--- src/rtl/wfd_pkg.sv ---
package wfd_pkg;
  localparam int NIB_W  = 4;
  localparam int TT_W   = 16;

  function automatic int clust_count(input int ncell, input int csize);
    return (ncell + csize - 1) / csize;
  endfunction

  function automatic int clust_cells(input int ncell, input int csize, input int idx);
    int rem;
    rem = ncell - idx * csize;
    return (rem < csize) ? rem : csize;
  endfunction
endpackage

--- src/rtl/wfd_cell.sv ---
module wfd_cell
  import wfd_pkg::*;
(
  input  logic [NIB_W-1:0] nib,
  input  logic [TT_W-1:0]  tt,
  input  logic             or_mode,
  input  logic             casc_in,
  output logic             casc_out
);
  logic lut_q;
  logic term;

  always_comb begin
    lut_q    = tt[nib];
    term     = or_mode ? ~lut_q : lut_q;
    casc_out = casc_in & term;
  end
endmodule

--- src/rtl/wfd_cluster.sv ---
module wfd_cluster
  import wfd_pkg::*;
#(
  parameter int CELLS = 8
) (
  input  logic                   casc_in,
  input  logic [NIB_W*CELLS-1:0] data,
  input  logic [TT_W*CELLS-1:0]  cfg,
  input  logic                   or_mode,
  output logic [CELLS-1:0]       taps,
  output logic                   casc_out
);
  logic [CELLS:0] link;

  assign link[0] = casc_in;

  for (genvar k = 0; k < CELLS; k++) begin : g_cell
    wfd_cell u_cell (
      .nib      (data[k*NIB_W +: NIB_W]),
      .tt       (cfg[k*TT_W +: TT_W]),
      .or_mode  (or_mode),
      .casc_in  (link[k]),
      .casc_out (link[k+1])
    );
    assign taps[k] = link[k+1];
  end

  assign casc_out = link[CELLS];
endmodule

--- src/rtl/wfd_decoder.sv ---
module wfd_decoder
  import wfd_pkg::*;
#(
  parameter int NCELL   = 12,
  parameter int CLUSTER = 8
) (
  input  logic                   clk,
  input  logic                   rst_n,
  input  logic                   in_valid,
  output logic                   in_ready,
  input  logic [NIB_W*NCELL-1:0] in_data,
  input  logic [TT_W*NCELL-1:0]  lut_cfg,
  input  logic                   or_mode,
  output logic                   out_valid,
  input  logic                   out_ready,
  output logic                   out_result,
  output logic [NCELL-1:0]       out_taps
);
  localparam int NCLUST = clust_count(NCELL, CLUSTER);

  logic [NCLUST:0]  chain;
  logic [NCELL-1:0] taps_d;
  logic             result_d;
  logic             accept;

  // chain starts from the AND identity
  assign chain[0] = 1'b1;

  for (genvar c = 0; c < NCLUST; c++) begin : g_clust
    localparam int BASE = c * CLUSTER;
    localparam int CNT  = clust_cells(NCELL, CLUSTER, c);
    wfd_cluster #(.CELLS(CNT)) u_clust (
      .casc_in  (chain[c]),
      .data     (in_data[BASE*NIB_W +: CNT*NIB_W]),
      .cfg      (lut_cfg[BASE*TT_W +: CNT*TT_W]),
      .or_mode  (or_mode),
      .taps     (taps_d[BASE +: CNT]),
      .casc_out (chain[c+1])
    );
  end

  assign result_d = or_mode ? ~chain[NCLUST] : chain[NCLUST];
  assign in_ready = ~out_valid | out_ready;
  assign accept   = in_valid & in_ready;

  always_ff @(posedge clk or negedge rst_n) begin
    if (!rst_n) begin
      out_valid  <= 1'b0;
      out_result <= 1'b0;
      out_taps   <= '0;
    end else begin
      if (accept) begin
        out_valid  <= 1'b1;
        out_result <= result_d;
        out_taps   <= taps_d;
      end else if (out_ready) begin
        out_valid  <= 1'b0;
      end
    end
  end
endmodule

--- config.mk ---
export PLATFORM = sky130hd
export DESIGN_NAME = wfd_decoder
export DESIGN_NICKNAME = d
export VERILOG_FILES = /design/src/rtl/wfd_pkg.sv /design/src/rtl/wfd_cell.sv /design/src/rtl/wfd_cluster.sv /design/src/rtl/wfd_decoder.sv
export SDC_FILE = /design/constraint.sdc
export NUM_CORES = 1
export LEC_CHECK = 0
export ABC_AREA = 1
export BUFFER_PORTS_ARGS = -buffer_cell sky130_fd_sc_hd__clkbuf_2
export CORE_ASPECT_RATIO = 0.5
export CORE_UTILIZATION = 35
export DETAILED_ROUTE_END_ITERATION = 16
export HOLD_SLACK_MARGIN = 0.08
export PLACE_DENSITY_LB_ADDON = 0.25
export SYNTH_ARGS = -nofsm -noshare
export SYNTH_HDL_FRONTEND = slang
export SYNTH_SLANG_ARGS = --single-unit
--- constraint.sdc ---
create_clock -name clk -period 1.8 [get_ports clk]
set_clock_uncertainty 0.15 [all_clocks]
set_input_delay 0.27 -clock clk [delete_from_list [all_inputs] [get_ports clk]]
set_output_delay 0.27 -clock clk [all_outputs]
set_load 0.01 [all_outputs]
# Word-level counts from Yosys, hierarchy flattened
# Cells that the tools add are included.
[classes] reduce_logical=1 bitwise_logic=27 magnitude_cmp=12 mux=39
[op_table] op="4-bit by 5-bit less-than comparator with 1-bit output, second input constant" n=12
[op_table] op="1-bit binary-select mux with 4-bit select" n=12
[op_table] op="1-bit 2-to-1 mux" n=27
[op_table] op="1-bit NOT" n=14
[op_table] op="1-bit AND" n=12
[op_table] op="2-bit nonzero test" n=1
[op_table] op="1-bit bitwise OR" n=1
[word_totals] word_cells=82 ff_bits=14 inputBits=245 out_inout_bits=15

# Depth between registers and ports, before layout
[logic_depth] word_depth=17 ltp_mapped=16 depth_no_buf=15

# Cells and area by module
# From an unflattened synthesis, not the netlist that was laid out.
[unflattened] cells_unflattened=694 area_unflattened_um2=3621.0
[by_module_without_submodules] module="wfd_cell" area_per_inst_um2=250.2 seq_area_each_um2=0.0 cells_each=52 instances=12
[by_module_without_submodules] module="wfd_decoder" area_per_inst_um2=603.1 seq_area_each_um2=350.3 cells_each=68 instances=1
[by_module_without_submodules] module="wfd_cluster" area_per_inst_um2=7.5 seq_area_each_um2=0.0 cells_each=1 instances=2

# Least setup slack after synthesis
# No wires, ideal clock.
[synth_timing] kind="input -> register" start="input in_data[28]" end="register out_result" path_slack_ns=0.097 path_buffers=2 t_required_ns=1.532 setup_ns=0.118 cell_stages=14 arrival_time_ns=1.436 cell_sequence="buf_6 > buf_6 > o211ai_1 > nand3_1 > nand3_1 > nand2_1 > nand2_1 > nand2_1 > nor2_2 > nand2_1 > nor2_1 > nand3_1 > nand3_1 > nand2_1"
[synth_between] elab_chain_len=11
[synth_lines] element="start: declaration" line_no="wfd_decoder.sv:11" text="input logic [NIB_W*NCELL-1:0] in_data,"
[synth_lines] element="1-bit binary-select mux with 4-bit select (*)" line_no="wfd_cell.sv:14" text="lut_q = tt[nib];"
[synth_lines] element="1-bit 2-to-1 mux (not written as such) (*)" line_no="wfd_cell.sv:14"
[synth_lines] element="1-bit NOT" line_no="wfd_cell.sv:15" text="term = or_mode ? ~lut_q : lut_q;"
[synth_lines] element="1-bit 2-to-1 mux (*)" line_no="wfd_cell.sv:15"
[synth_lines] element="1-bit AND (*) (5 in a row)" line_no="wfd_cell.sv:16" text="casc_out = casc_in & term;"
[synth_lines] element="1-bit NOT" line_no="wfd_decoder.sv:42" text="assign result_d = or_mode ? ~chain[NCLUST] : chain[NCLUST];"
[synth_lines] element="1-bit 2-to-1 mux (*)" line_no="wfd_decoder.sv:42"
[synth_lines] element="end signal: assignment" line_no="wfd_decoder.sv:54" text="out_result <= result_d;"
[synth_lines] element="end: declaration" line_no="wfd_decoder.sv:16" text="output logic out_result,"
# Mark *: on every way between the ends. The rest lies on a longest branch, timed or not. The select of a mux whose other input is x is not followed.
# A chain may end at the register's enable or synchronous reset.

# Final worst setup path
[layout_timing] start="input in_data[16]" end="register out_taps[8]"
[layout_between] elab_chain_len=9
[layout_lines] element="1-bit binary-select mux with 4-bit select (*)" line_no="wfd_cell.sv:14"
[layout_lines] element="1-bit 2-to-1 mux (not written as such) (*)" line_no="wfd_cell.sv:14"
[layout_lines] element="1-bit NOT" line_no="wfd_cell.sv:15"
[layout_lines] element="1-bit 2-to-1 mux (*)" line_no="wfd_cell.sv:15"
[layout_lines] element="1-bit AND (*) (5 in a row)" line_no="wfd_cell.sv:16"
[layout_lines] element="end signal: assignment" line_no="wfd_decoder.sv:55" text="out_taps <= taps_d;"
[layout_lines] element="end: declaration" line_no="wfd_decoder.sv:17" text="output logic [NCELL-1:0] out_taps"
# Marks and branches as above.

==> out/results.ini <==
[sta]
relSlewSlack_pct = 76.5
rsz0062_at_grt = yes
worstMarginPinSlew_ns = 0.352
maxSlewViolCount = 0
finalSetupViolCount = 0
max_freq_mhz = 616
hold_ws_ns = 0.182
setup_ws_ns = 0.176
min_period_ns = 1.62
fin_crit_sh_pct = 90.2
hold_viol = 0

[cts]
path_clk_slew_ns = 0.05
cts-buffers-inserted = 3
clock-sinks = 14
htree_levels = 1
ctsLongestPathBuffers = 2
cts_tree = built
clk_latency_ns = 0.24
cts-root-buf = clkbuf_16

[setup_path]
cpPeakStageDelay_ns = 0.25
r2r_start = out_valid
crit_path_end_kind = flop
critPathMaxFanout = 12
crit_arrival_ns = 1.65
cp_common_cell = nand2_1
start_kind = input port
rr_worst_depth = 7
worst-setup-path-type = input port to flop
worst_path_max_delay_cell = or2_1
reg2reg_slack_ns = 0.46
timing.rr.end = out_taps[8]
path_cells = clkbuf_2 -> or2_1 -> nand3_1 -> nand3_1 -> nand2_1 -> nand2_1 -> nand2_1 -> nor2_1 -> nor2_4 -> nand4_4 -> nor2_4 -> inv_2 -> o21ai_2
required_ns = 1.82

[pwr]
switchingPower_mw = 0.634
p_int_mw = 1.14
pwr-share-clk_pct = 26.4
p_sw_share_pct = 35.7
pwr-share-comb_pct = 53.9
p_per_area_nw_per_um2 = 379
finalPower_mw = 1.78
p_leak_nw = 3.18
ir_worst_vdd_v = 0.000303
p_seq_share_pct = 19.7

[final_layout]
mostFrequentLayoutCells = clkbuf_2 (251), nand2_1 (221), inv_1 (134), nand3_1 (107), buf_4 (24)
syn_to_final_growth_pct = 52.0
fin_util_pct = 56.7
nets = 1131
diodes = 0
instances_no_fill = 997
drive_above_1_share_pct = 35.0
final_common_cell = clkbuf_2

[placed_design]
place_inst = 992
gp_congestion = 0.851
io_buffers = 259
hpwl_um = 8570
place_ws_ns = -0.140

[logic_synthesis]
avgSynthCellArea_um2 = 5.01
synthesis.instances = 617
ys_types = 27
ys_seq_area_share_pct = 11.3
synth_fp_nets = 862
yosysWarnings = 0
synth_area_um2 = 3090
ys_ff_latch = 14

[route]
initialDrtViolationCount = 92
drt_pass1_iterations = 4
via_count = 4444
wirelength_um = 9640
viasPerCell = 4.46
ant_nets = 0
remaining_drc_errors = 0
avgRoutedWirePerCell_um = 9.67

[grt]
antenna_found_initial = 0
grt-ovfl-total = 0
grt_pass1_wl_um = 14700
grt_pass1_vias = 3705
gr-usage-all-layers_pct = 19.5
grt_max_degree = 17

[status]
status = finished, final reports clean

[min_path]
hp-start = out_ready
holdPathEnd = out_valid
min_path_type = input port to flop
whs_path_depth = 4

[floorplan]
io_pins = 260
die_h_um = 68.4
core-area_um2 = 8290
fp.dieArea_um2 = 9230
initial_core_util_pct = 37.3
dieWidth_um = 135
placementRows = 23

[run]
drv_cap = 0

worst max path at each step:
stage / cells past startpoint / to / start / slack (ns)
2_1_floorplan: 14 / out_result / in_data[28] / 0.1
3_3_place_gp: 16 / out_result / in_data[40] / -0.1
3_5_place_dp: 16 / out_result / in_data[40] / -0.14
4_1_cts: 16 / out_taps[8] / in_data[24] / 0.12
5_1_grt: 14 / out_result / in_data[36] / -0.04
6_report: 13 / out_taps[8] / in_data[16] / 0.18
cell families after synthesis:
group / after synthesis / synth area share [%]
multiplexers: 4 / 1.30
buffers and inverters: 163 / 22.2
AND/OR/NAND/NOR: 373 / 53.3
AO/OA/AOI/OAI: 63 / 11.9
flip-flops: 14 / 11.3
layer usage:
| layer | routed length (um) | global-route usage [%] | vias up | part of all wire [%] |
|---|---|---|---|---|
| met5 | 0 | 0 | - | 0 |
| met4 | 131 | 4.49 | 0 | 1.4 |
| met3 | 721 | 4.74 | 12 | 7.5 |
| met2 | 4880 | 40.7 | 118 | 51 |
| met1 | 3910 | 20.0 | 1864 | 41 |
| li1 | - | - | 2450 | - |
worst max-delay path, delay by kind of cell:
family,cells,cell delay [ns]
buf+inv,2,0.24
simple gates,10,1.03
compound gates,1,0.11
state kept, by name, indices dropped and copies added (netlist names):
signal,flops
out_valid,1
out_taps,12
out_result,1
final cells by class:
type                    count  area [um2]
fillers                   868        3590
multi-input cells         440        2070
repair buffers            283        1490
inverters                 144         556
flip-flops and latches     14         350
well taps                 112         140
clock buffers               4        88.8
cells in the mapped netlist:
master	instances	share of area (%)
inv_2	5	0.61
o21ai_0	16	2.6
buf_2	4	0.65
nand3b_1	7	1.7
a21oi_1	17	2.8
o21ai_1	9	1.5
o211ai_1	18	4.4
nand4_4	1	0.69
nand3_2	2	0.65
o21ai_2	1	0.28
nor2_1	17	2.1
buf_4	6	1.5
nor2_4	3	1.1
or2_1	5	1.0
clkbuf_1	4	0.49
and2_1	1	0.20
inv_4	4	0.81
nand2_1	222	27
nand3_1	108	17
nand2_2	3	0.61
a31oi_1	2	0.40
buf_6	5	1.8
nor2_2	1	0.20
dfrtp_1	14	11
mux2i_1	4	1.3
inv_1	135	16
nand4_1	3	0.61
stage by stage:
stage | TNS, ns | cell area (um2)
final | 0 | 4700
after detailed placement | -0.698 | 4560
after global routing | -0.0780 | 4700
after global placement | -0.475 | 4560
after floorplan | 0 | 3090
after CTS | 0 | 4660
power by group through the flow:
stage | sequential (mW) | combinational (mW) | clock (mW)
2_1_floorplan | 0.367 | 0.506 | 0
3_3_place_gp | 0.355 | 0.939 | 0
3_5_place_dp | 0.355 | 0.949 | 0
4_1_cts | 0.351 | 0.955 | 0.479
5_1_grt | 0.354 | 1.09 | 0.485
6_report | 0.351 | 0.959 | 0.469
what timing repair did:
item / CTS / global route
buffers inserted: 0 / 0
hold buffers: 1 / 0
setup endpoints to repair: 0 / 7
hold endpoints to repair: 14 / 0
resized for setup: 0 / 23
No activity file was read; power rests on OpenSTA's default activity.
